## config.mk

```make
export PLATFORM = sky130hd
export DESIGN_NAME = asid_tlb
export DESIGN_NICKNAME = d
export VERILOG_FILES = /design/src/rtl/asid_tlb_pkg.sv /design/src/rtl/tlb_flush_dec.sv /design/src/rtl/tlb_tag_array.sv /design/src/rtl/tlb_victim.sv /design/src/rtl/asid_tlb.sv
export SDC_FILE = /design/constraint.sdc
export NUM_CORES = 2
export LEC_CHECK = 0
export BUFFER_PORTS_ARGS = -buffer_cell sky130_fd_sc_hd__buf_2
export CAP_MARGIN = 30
export CORE_MARGIN = 2
export CORE_UTILIZATION = 42
export DETAILED_ROUTE_END_ITERATION = 8
export GPL_TIMING_DRIVEN = 0
export MAX_ROUTING_LAYER = met4
export SYNTH_ARGS = -nofsm -noshare
export SYNTH_HDL_FRONTEND = slang
export SYNTH_SLANG_ARGS = --single-unit
```

## constraint.sdc

```tcl
create_clock -name clk -period 5.42 [get_ports clk]
set_input_delay 0 -clock clk [delete_from_list [all_inputs] [get_ports clk]]
set_output_delay 0 -clock clk [all_outputs]
set_load 0.01 [all_outputs]
```

## src/rtl/asid_tlb_pkg.sv

```systemverilog
package asid_tlb_pkg;

  localparam int ASID_W = 7;
  localparam int VPN_W  = 20;
  localparam int PFN_W  = 20;
  localparam int PERM_W = 3;

  typedef enum logic [1:0] {
    FM_ALL   = 2'd0,
    FM_NONE  = 2'd1,
    FM_SECT  = 2'd2,
    FM_GROUP = 2'd3
  } fmode_e;

  typedef struct packed {
    logic              asid_chk;
    logic [ASID_W-1:0] asid;
    fmode_e            mode;
    logic [VPN_W-1:0]  vpn_key;
  } flush_cmd_t;

  typedef struct packed {
    logic [ASID_W-1:0] asid;
    logic [VPN_W-1:0]  vpn;
    logic [PFN_W-1:0]  pfn;
    logic [PERM_W-1:0] perm;
  } entry_t;

  function automatic logic flush_covers(flush_cmd_t c, logic [ASID_W-1:0] asid,
                                        logic [VPN_W-1:0] vpn);
    logic tag_ok;
    logic va_ok;
    tag_ok = !c.asid_chk || (c.asid == asid);
    case (c.mode)
      FM_ALL:   va_ok = 1'b1;
      FM_SECT:  va_ok = (c.vpn_key[VPN_W-1:10] == vpn[VPN_W-1:10]);
      FM_GROUP: va_ok = (c.vpn_key[VPN_W-1:2] == vpn[VPN_W-1:2]);
      default:  va_ok = 1'b0;
    endcase
    return tag_ok && va_ok;
  endfunction

endpackage

```

## src/rtl/tlb_flush_dec.sv

```systemverilog
module tlb_flush_dec
  import asid_tlb_pkg::*;
(
  input  logic        flush_valid,
  input  logic [31:0] flush_word,
  output logic        flush_go,
  output flush_cmd_t  flush_cmd
);

  // bits 23:20 carry nothing for any mode
  logic unused_hi;
  assign unused_hi = ^flush_word[23:20];

  assign flush_go           = flush_valid;
  assign flush_cmd.asid_chk = flush_word[31];
  assign flush_cmd.asid     = flush_word[30:24];
  assign flush_cmd.mode     = fmode_e'(flush_word[1:0]);
  assign flush_cmd.vpn_key  = {flush_word[19:2], 2'b00};

endmodule

```

## src/rtl/tlb_tag_array.sv

```systemverilog
module tlb_tag_array
  import asid_tlb_pkg::*;
#(
  parameter int LINES = 16,
  localparam int IDX_W = $clog2(LINES),
  localparam int CNT_W = IDX_W + 1
) (
  input  logic              clk,
  input  logic              rst,
  input  logic [CNT_W-1:0]  active_cnt,
  input  logic [ASID_W-1:0] lk_asid,
  input  logic [VPN_W-1:0]  lk_vpn,
  input  logic              flush_go,
  input  flush_cmd_t        flush_cmd,
  input  logic              wr_en,
  input  logic [IDX_W-1:0]  wr_idx,
  input  entry_t            wr_entry,
  output logic              hit,
  output entry_t            hit_ent,
  output logic [LINES-1:0]  vld_vec
);

  logic [LINES-1:0] match;
  entry_t           ent_w [LINES];

  for (genvar i = 0; i < LINES; i++) begin : g_line
    logic   v_q;
    entry_t e_q;
    logic   in_use;
    logic   drop;
    logic   take;

    assign in_use = (CNT_W'(i) < active_cnt);
    assign take   = wr_en && (wr_idx == IDX_W'(i));
    assign drop   = flush_go && flush_covers(flush_cmd, e_q.asid, e_q.vpn);
    assign match[i] = v_q && in_use && (e_q.asid == lk_asid) && (e_q.vpn == lk_vpn);
    assign vld_vec[i] = v_q;
    assign ent_w[i] = e_q;

    always_ff @(posedge clk) begin
      if (rst)       v_q <= 1'b0;
      else if (take) v_q <= 1'b1;
      else if (drop) v_q <= 1'b0;
    end

    always_ff @(posedge clk) begin
      if (rst)       e_q <= '0;
      else if (take) e_q <= wr_entry;
    end
  end

  // lowest matching line wins
  always_comb begin
    hit     = 1'b0;
    hit_ent = '0;
    for (int i = LINES - 1; i >= 0; i--) begin
      if (match[i]) begin
        hit     = 1'b1;
        hit_ent = ent_w[i];
      end
    end
  end

  // a global untagged drop empties the array
  p_flush_all_r4: assert property (@(posedge clk) disable iff (rst)
    flush_go && flush_cmd.mode == FM_ALL && !flush_cmd.asid_chk && !wr_en
    |=> vld_vec == '0);

endmodule

```

## src/rtl/tlb_victim.sv

```systemverilog
module tlb_victim #(
  parameter int LINES = 16,
  localparam int IDX_W = $clog2(LINES),
  localparam int CNT_W = IDX_W + 1
) (
  input  logic             clk,
  input  logic             rst,
  input  logic [CNT_W-1:0] active_cnt,
  input  logic [LINES-1:0] vld_vec,
  input  logic             adv,
  output logic [IDX_W-1:0] victim_idx
);

  logic [IDX_W-1:0] ptr_q;
  logic [CNT_W-1:0] ptr_ext;
  logic [CNT_W-1:0] ptr_inc;
  logic             free_found;
  logic [IDX_W-1:0] free_idx;
  logic [IDX_W-1:0] rr_idx;

  assign ptr_ext = {1'b0, ptr_q};
  assign ptr_inc = ptr_ext + CNT_W'(1);

  always_comb begin
    free_found = 1'b0;
    free_idx   = '0;
    for (int i = LINES - 1; i >= 0; i--) begin
      if (!vld_vec[i] && (CNT_W'(i) < active_cnt)) begin
        free_found = 1'b1;
        free_idx   = IDX_W'(i);
      end
    end
  end

  assign rr_idx     = (ptr_ext < active_cnt) ? ptr_q : '0;
  assign victim_idx = free_found ? free_idx : rr_idx;

  always_ff @(posedge clk) begin
    if (rst)
      ptr_q <= '0;
    else if (adv)
      ptr_q <= (ptr_inc >= active_cnt) ? '0 : ptr_inc[IDX_W-1:0];
  end

  // the chosen line is always one that is in use
  p_victim_in_range_r7: assert property (@(posedge clk) disable iff (rst)
    (active_cnt != '0) |-> ({1'b0, victim_idx} < active_cnt));

endmodule

```

## src/rtl/asid_tlb.sv

```systemverilog
module asid_tlb
  import asid_tlb_pkg::*;
#(
  parameter int LINES = 16
) (
  input  logic        clk,
  input  logic        rst,
  input  logic [5:0]  cfg_active_lines,
  input  logic        cfg_hum_en,
  input  logic        lk_valid,
  output logic        lk_ready,
  input  logic [6:0]  lk_asid,
  input  logic [19:0] lk_vpn,
  output logic        rsp_valid,
  output logic        rsp_hit,
  output logic        rsp_retry,
  output logic [19:0] rsp_pfn,
  output logic [2:0]  rsp_perm,
  output logic        miss_valid,
  input  logic        miss_ready,
  output logic [6:0]  miss_asid,
  output logic [19:0] miss_vpn,
  input  logic        fill_valid,
  output logic        fill_ready,
  input  logic [19:0] fill_pfn,
  input  logic [2:0]  fill_perm,
  input  logic        flush_valid,
  input  logic [31:0] flush_word
);

  localparam int IDX_W = $clog2(LINES);
  localparam int CNT_W = IDX_W + 1;

  typedef enum logic [1:0] {ST_IDLE, ST_REQ, ST_WAIT} st_e;

  st_e               st_q;
  logic [ASID_W-1:0] pend_asid;
  logic [VPN_W-1:0]  pend_vpn;

  logic [6:0]       cfg_ext;
  logic [CNT_W-1:0] eff_cnt;
  logic             flush_go;
  flush_cmd_t       flush_cmd;
  logic             arr_hit;
  entry_t           arr_ent;
  logic [LINES-1:0] vld_vec;
  logic [IDX_W-1:0] victim_idx;
  logic             lk_fire;
  logic             fill_fire;
  logic             fill_kill;
  logic             install;
  entry_t           new_ent;

  assign cfg_ext = {1'b0, cfg_active_lines};
  assign eff_cnt = (cfg_ext >= 7'(LINES)) ? CNT_W'(LINES) : CNT_W'(cfg_ext);

  tlb_flush_dec u_dec (
    .flush_valid (flush_valid),
    .flush_word  (flush_word),
    .flush_go    (flush_go),
    .flush_cmd   (flush_cmd)
  );

  assign lk_ready   = (st_q == ST_IDLE) ||
                      (cfg_hum_en && !(st_q == ST_WAIT && fill_valid));
  assign lk_fire    = lk_valid && lk_ready;
  assign fill_ready = (st_q == ST_WAIT);
  assign fill_fire  = fill_ready && fill_valid;
  assign fill_kill  = fill_fire && flush_go && flush_covers(flush_cmd, pend_asid, pend_vpn);
  assign install    = fill_fire && !fill_kill && (eff_cnt != '0);

  assign new_ent.asid = pend_asid;
  assign new_ent.vpn  = pend_vpn;
  assign new_ent.pfn  = fill_pfn;
  assign new_ent.perm = fill_perm;

  tlb_tag_array #(.LINES(LINES)) u_arr (
    .clk        (clk),
    .rst        (rst),
    .active_cnt (eff_cnt),
    .lk_asid    (lk_asid),
    .lk_vpn     (lk_vpn),
    .flush_go   (flush_go),
    .flush_cmd  (flush_cmd),
    .wr_en      (install),
    .wr_idx     (victim_idx),
    .wr_entry   (new_ent),
    .hit        (arr_hit),
    .hit_ent    (arr_ent),
    .vld_vec    (vld_vec)
  );

  tlb_victim #(.LINES(LINES)) u_vic (
    .clk        (clk),
    .rst        (rst),
    .active_cnt (eff_cnt),
    .vld_vec    (vld_vec),
    .adv        (install),
    .victim_idx (victim_idx)
  );

  // refill sequencing
  always_ff @(posedge clk) begin
    if (rst) begin
      st_q      <= ST_IDLE;
      pend_asid <= '0;
      pend_vpn  <= '0;
    end else begin
      case (st_q)
        ST_IDLE: if (lk_fire && !arr_hit) begin
          st_q      <= ST_REQ;
          pend_asid <= lk_asid;
          pend_vpn  <= lk_vpn;
        end
        ST_REQ:  if (miss_ready) st_q <= ST_WAIT;
        ST_WAIT: if (fill_valid) st_q <= ST_IDLE;
        default: st_q <= ST_IDLE;
      endcase
    end
  end

  assign miss_valid = (st_q == ST_REQ);
  assign miss_asid  = pend_asid;
  assign miss_vpn   = pend_vpn;

  // registered response
  always_ff @(posedge clk) begin
    if (rst) begin
      rsp_valid <= 1'b0;
      rsp_hit   <= 1'b0;
      rsp_retry <= 1'b0;
      rsp_pfn   <= '0;
      rsp_perm  <= '0;
    end else begin
      rsp_valid <= 1'b0;
      if (fill_fire) begin
        rsp_valid <= 1'b1;
        rsp_hit   <= 1'b0;
        rsp_retry <= fill_kill;
        rsp_pfn   <= fill_kill ? '0 : fill_pfn;
        rsp_perm  <= fill_kill ? '0 : fill_perm;
      end else if (lk_fire) begin
        if (arr_hit) begin
          rsp_valid <= 1'b1;
          rsp_hit   <= 1'b1;
          rsp_retry <= 1'b0;
          rsp_pfn   <= arr_ent.pfn;
          rsp_perm  <= arr_ent.perm;
        end else if (st_q != ST_IDLE) begin
          rsp_valid <= 1'b1;
          rsp_hit   <= 1'b0;
          rsp_retry <= 1'b1;
          rsp_pfn   <= '0;
          rsp_perm  <= '0;
        end
      end
    end
  end

  // an accepted hit is answered on the next cycle
  p_hit_answer_r1: assert property (@(posedge clk) disable iff (rst)
    lk_fire && arr_hit && !fill_fire |=> rsp_valid && rsp_hit && !rsp_retry);

  // an untaken request holds its value
  p_miss_hold_r2: assert property (@(posedge clk) disable iff (rst)
    miss_valid && !miss_ready |=> miss_valid && $stable(miss_vpn) && $stable(miss_asid));

  // a taken fill is answered on the next cycle
  p_fill_answer_r3: assert property (@(posedge clk) disable iff (rst)
    fill_valid && fill_ready |=> rsp_valid && !rsp_hit);

  // without hit-under-miss, no lookup while a request is open
  p_no_hum_stall_r8: assert property (@(posedge clk) disable iff (rst)
    !cfg_hum_en && miss_valid |-> !lk_ready);

  // a fill racing a covering drop is answered with retry
  p_race_retry_r9: assert property (@(posedge clk) disable iff (rst)
    fill_kill |=> rsp_valid && rsp_retry);

endmodule

```

==> flow_summary.json <==
{
  "holdPathStages": 4,
  "yosysWarnings": 0,
  "gp_congestion": 1.027,
  "dp_hpwl_um": 166500,
  "syn_area_um2": 45320,
  "crit_path_start_kind": "register",
  "cts_inserted_buffers": 101,
  "drive_gt1_frac": 0.08142,
  "stdcell_count": 7151,
  "clk_latency_ns": 0.72,
  "synth_cell_type_count": 69,
  "cts_sinks": 875,
  "drtIter0Drc": 5270,
  "synth_top_area_cell": "dfxtp_1",
  "postSynthCellCount": 5399,
  "clock.fmax_mhz": 197.7,
  "h-tree-depth": 3,
  "fp.dieArea_um2": 110600,
  "synth_area_leaders": "dfxtp_1, mux2i_1, xnor2_1, xor2_1, nand2_1",
  "min_period_ns": 5.059,
  "reg2reg_slack_ns": 0.36,
  "slew_headroom": 0.2399,
  "tightest_slew_ns": 1.125,
  "diodes": 0,
  "clockBufferDepth": 3,
  "power_uw": 15570,
  "r2r-end": "u_arr.ent_w[40]$_SDFFE_PP0P_",
  "dp_cells": 6917,
  "initial_core_util": 0.4234,
  "grt_setup_unrepaired": "no",
  "io_pins": 151,
  "reg2reg_from": "miss_vpn[19]$_SDFFE_PP0P_",
  "clk_pin_slew_ns": 0.06,
  "synth_nets": 5504,
  "avgSynthCellArea_um2": 8.395,
  "ir_worst_vdd_mv": 0.2997,
  "drc": 0,
  "synth_edf_count": 0,
  "postCtsSetupBuffers": 0,
  "final_cell_mix": "dfxtp_1, nand2_1, nor2_1, mux2i_1, xnor2_1",
  "antenna_found_initial": 8,
  "seq_area_frac_synth": 0.3865,
  "num_vias": 42380,
  "required_ns": 6.05,
  "path_max_fanout": 10,
  "ys_ff_latch": 875,
  "grt_use_total": 0.3884,
  "final_common_cell": "dfxtp_1",
  "status": "finished, final reports clean",
  "postCtsResizedCells": 0,
  "end_kind": "register",
  "power_density_nw_per_um2": 298.1,
  "fin_util": 0.4878,
  "hold_class": "in2reg",
  "yosysTopAreaCellShare": 0.3865,
  "syn2layout_area_growth_pct": 15.21,
  "die_h_um": 332.5,
  "viasPerCell": 5.926,
  "ff2ff_path_depth": 12,
  "leakagePower_uw": 0.01927,
  "drt_pre_antenna_iters": 5,
  "min_period_over_period": 0.9333,
  "fin_nets": 5765,
  "cts_root_buf": "clkbuf_16",
  "maxCapViolCount": 0,
  "port_buffers": 63,
  "fin_skew_ns": 0.02209,
  "worstSetupPathType": "reg2reg",
  "grt_pass1_vias": 39970,
  "finalHoldViolations": 0,
  "timing.final.max_slew_violations": 0,
  "dieWidth_um": 332.5,
  "drt_wl_total_um": 215800,
  "grt_max_degree": 15,
  "whs_endpoint": "st_q[0]$_SDFFE_PP0P_",
  "worstPathArrival_ns": 5.69,
  "setup_viol": 0,
  "ant_nets": 0,
  "grt_overflow": 0,
  "rows": 120,
  "post_drt_wl_per_cell_um": 30.18,
  "synthFlopType": "dfxtp_1",
  "holdCritStartpoint": "miss_ready",
  "fp.coreArea_um2": 107100,
  "async_flop_share": 0,
  "grt_pass1_wl_um": 297900,
  "cts_tree": "built"
}
## what timing repair did
item                                    4_1_cts  5_1_grt
endpoints found under the setup margin        0        0
hold endpoints to repair                    179        0
hold buffers                                 32        0
## cell families after synthesis
family                     synth area share
muxes                                0.1102
DFF                                  0.3865
buffers and inverters               0.05254
AOI/OAI and AO/OA                    0.1145
xor gates and xnor gates             0.1660
adders and majority gates          0.002761
and+or+nand+nor                      0.1675
## worst max path at each step
| stage | from | end | slack (ns) | depth (start not counted) |
|---|---|---|---|---|
| final | miss_vpn[19]$_SDFFE_PP0P_ | u_arr.ent_w[40]$_SDFFE_PP0P_ | 0.36 | 12 |
| after detailed placement | lk_vpn[0] | rsp_pfn[2]$_SDFFE_PP0P_ | 0.32 | 12 |
| after CTS | miss_vpn[5]$_SDFFE_PP0P_ | u_arr.ent_w[40]$_SDFFE_PP0P_ | 0.62 | 12 |
| after floorplan | cfg_active_lines[4] | u_arr.ent_w[625]$_SDFFE_PP0P_ | 2.26 | 16 |
| after global routing | miss_vpn[19]$_SDFFE_PP0P_ | u_arr.ent_w[241]$_SDFFE_PP0P_ | 0.36 | 11 |
| after global placement | lk_vpn[15] | rsp_pfn[2]$_SDFFE_PP0P_ | -0.61 | 11 |
## state kept, by name, summed over array words and instances (netlist names), 2 cells and up
register / flops
miss_asid: 7
miss_vpn: 20
rsp_perm: 3
rsp_pfn: 20
st_q: 2
u_arr.ent_w: 800
u_arr.g_line.v_q: 16
u_vic.ptr_q: 4
## worst max-delay path, cell delays in order (launching register included)
cell,delay [ns]
dfxtp_1,0.35
clkbuf_1,0.76
xnor2_1,0.20
nand4_1,0.11
o41ai_1,0.60
and4_1,0.56
nor3_1,0.21
o211ai_1,0.45
or2_1,0.19
clkbuf_1,0.37
clkbuf_1,0.85
nand2_1,0.13
a21oi_1,0.18
## synthesized netlist by cell type (5+ instances only)
cell type / number
a211oi_1: 7
a21o_1: 5
a21oi_1: 412
a221oi_1: 24
a22o_1: 22
a31oi_1: 23
and2_1: 10
and3_1: 5
buf_1: 33
buf_2: 109
buf_4: 33
buf_6: 5
clkbuf_1: 343
dfxtp_1: 875
ha_1: 10
inv_1: 32
mux2i_1: 499
nand2_1: 833
nand2b_1: 8
nand3_1: 29
nand4_1: 146
nor2_1: 576
nor2b_1: 6
nor3_1: 31
nor3b_1: 22
nor4_1: 74
o2111a_1: 22
o2111ai_1: 23
o211ai_1: 48
o21a_1: 26
o21ai_0: 112
o311ai_0: 12
o311ai_1: 11
o41ai_1: 50
xnor2_1: 493
xor2_1: 366
## stage by stage
step	area, um2	hold slack [ns]	setup TNS (ns)	setup slack, ns
floorplan	45320	0.1604	0	2.256
global placement	47390	0.2811	-6.582	-0.6094
detailed placement	48070	0.2868	0	0.3169
CTS	52080	0.07600	0	0.6159
global route	52220	0.1285	0	0.3570
finish	52220	0.1080	0	0.3613
## layout make-up
class | count | area (um2)
inverters | 32 | 120.1
plain buffers | 523 | 2261
fillers | 10660 | 54840
multi-input cells | 3969 | 25440
flip-flops and latches | 875 | 17520
clock buffers | 141 | 2929
clock inverters | 50 | 759.5
repair buffers | 158 | 1431
well taps | 1403 | 1755
## routing by layer
metal,vias up,part of all wire,global-route usage
met3,513,0.10,0.08267
met2,2308,0.43,0.5699
li1,18720,-,-
met5,-,0,-
met1,20840,0.41,0.4937
met4,0,0.064,0.2213
## power by group
| group | leakage, uW | switching [uW] | internal, uW | total (uW) |
|---|---|---|---|---|
| Clock | 0.00182 | 3080 | 4590 | 7680 |
| Combinational | 0.0104 | 1040 | 382 | 1430 |
| Sequential | 0.00705 | 12.3 | 6450 | 6460 |
Power figures use the tool's default switching activity.
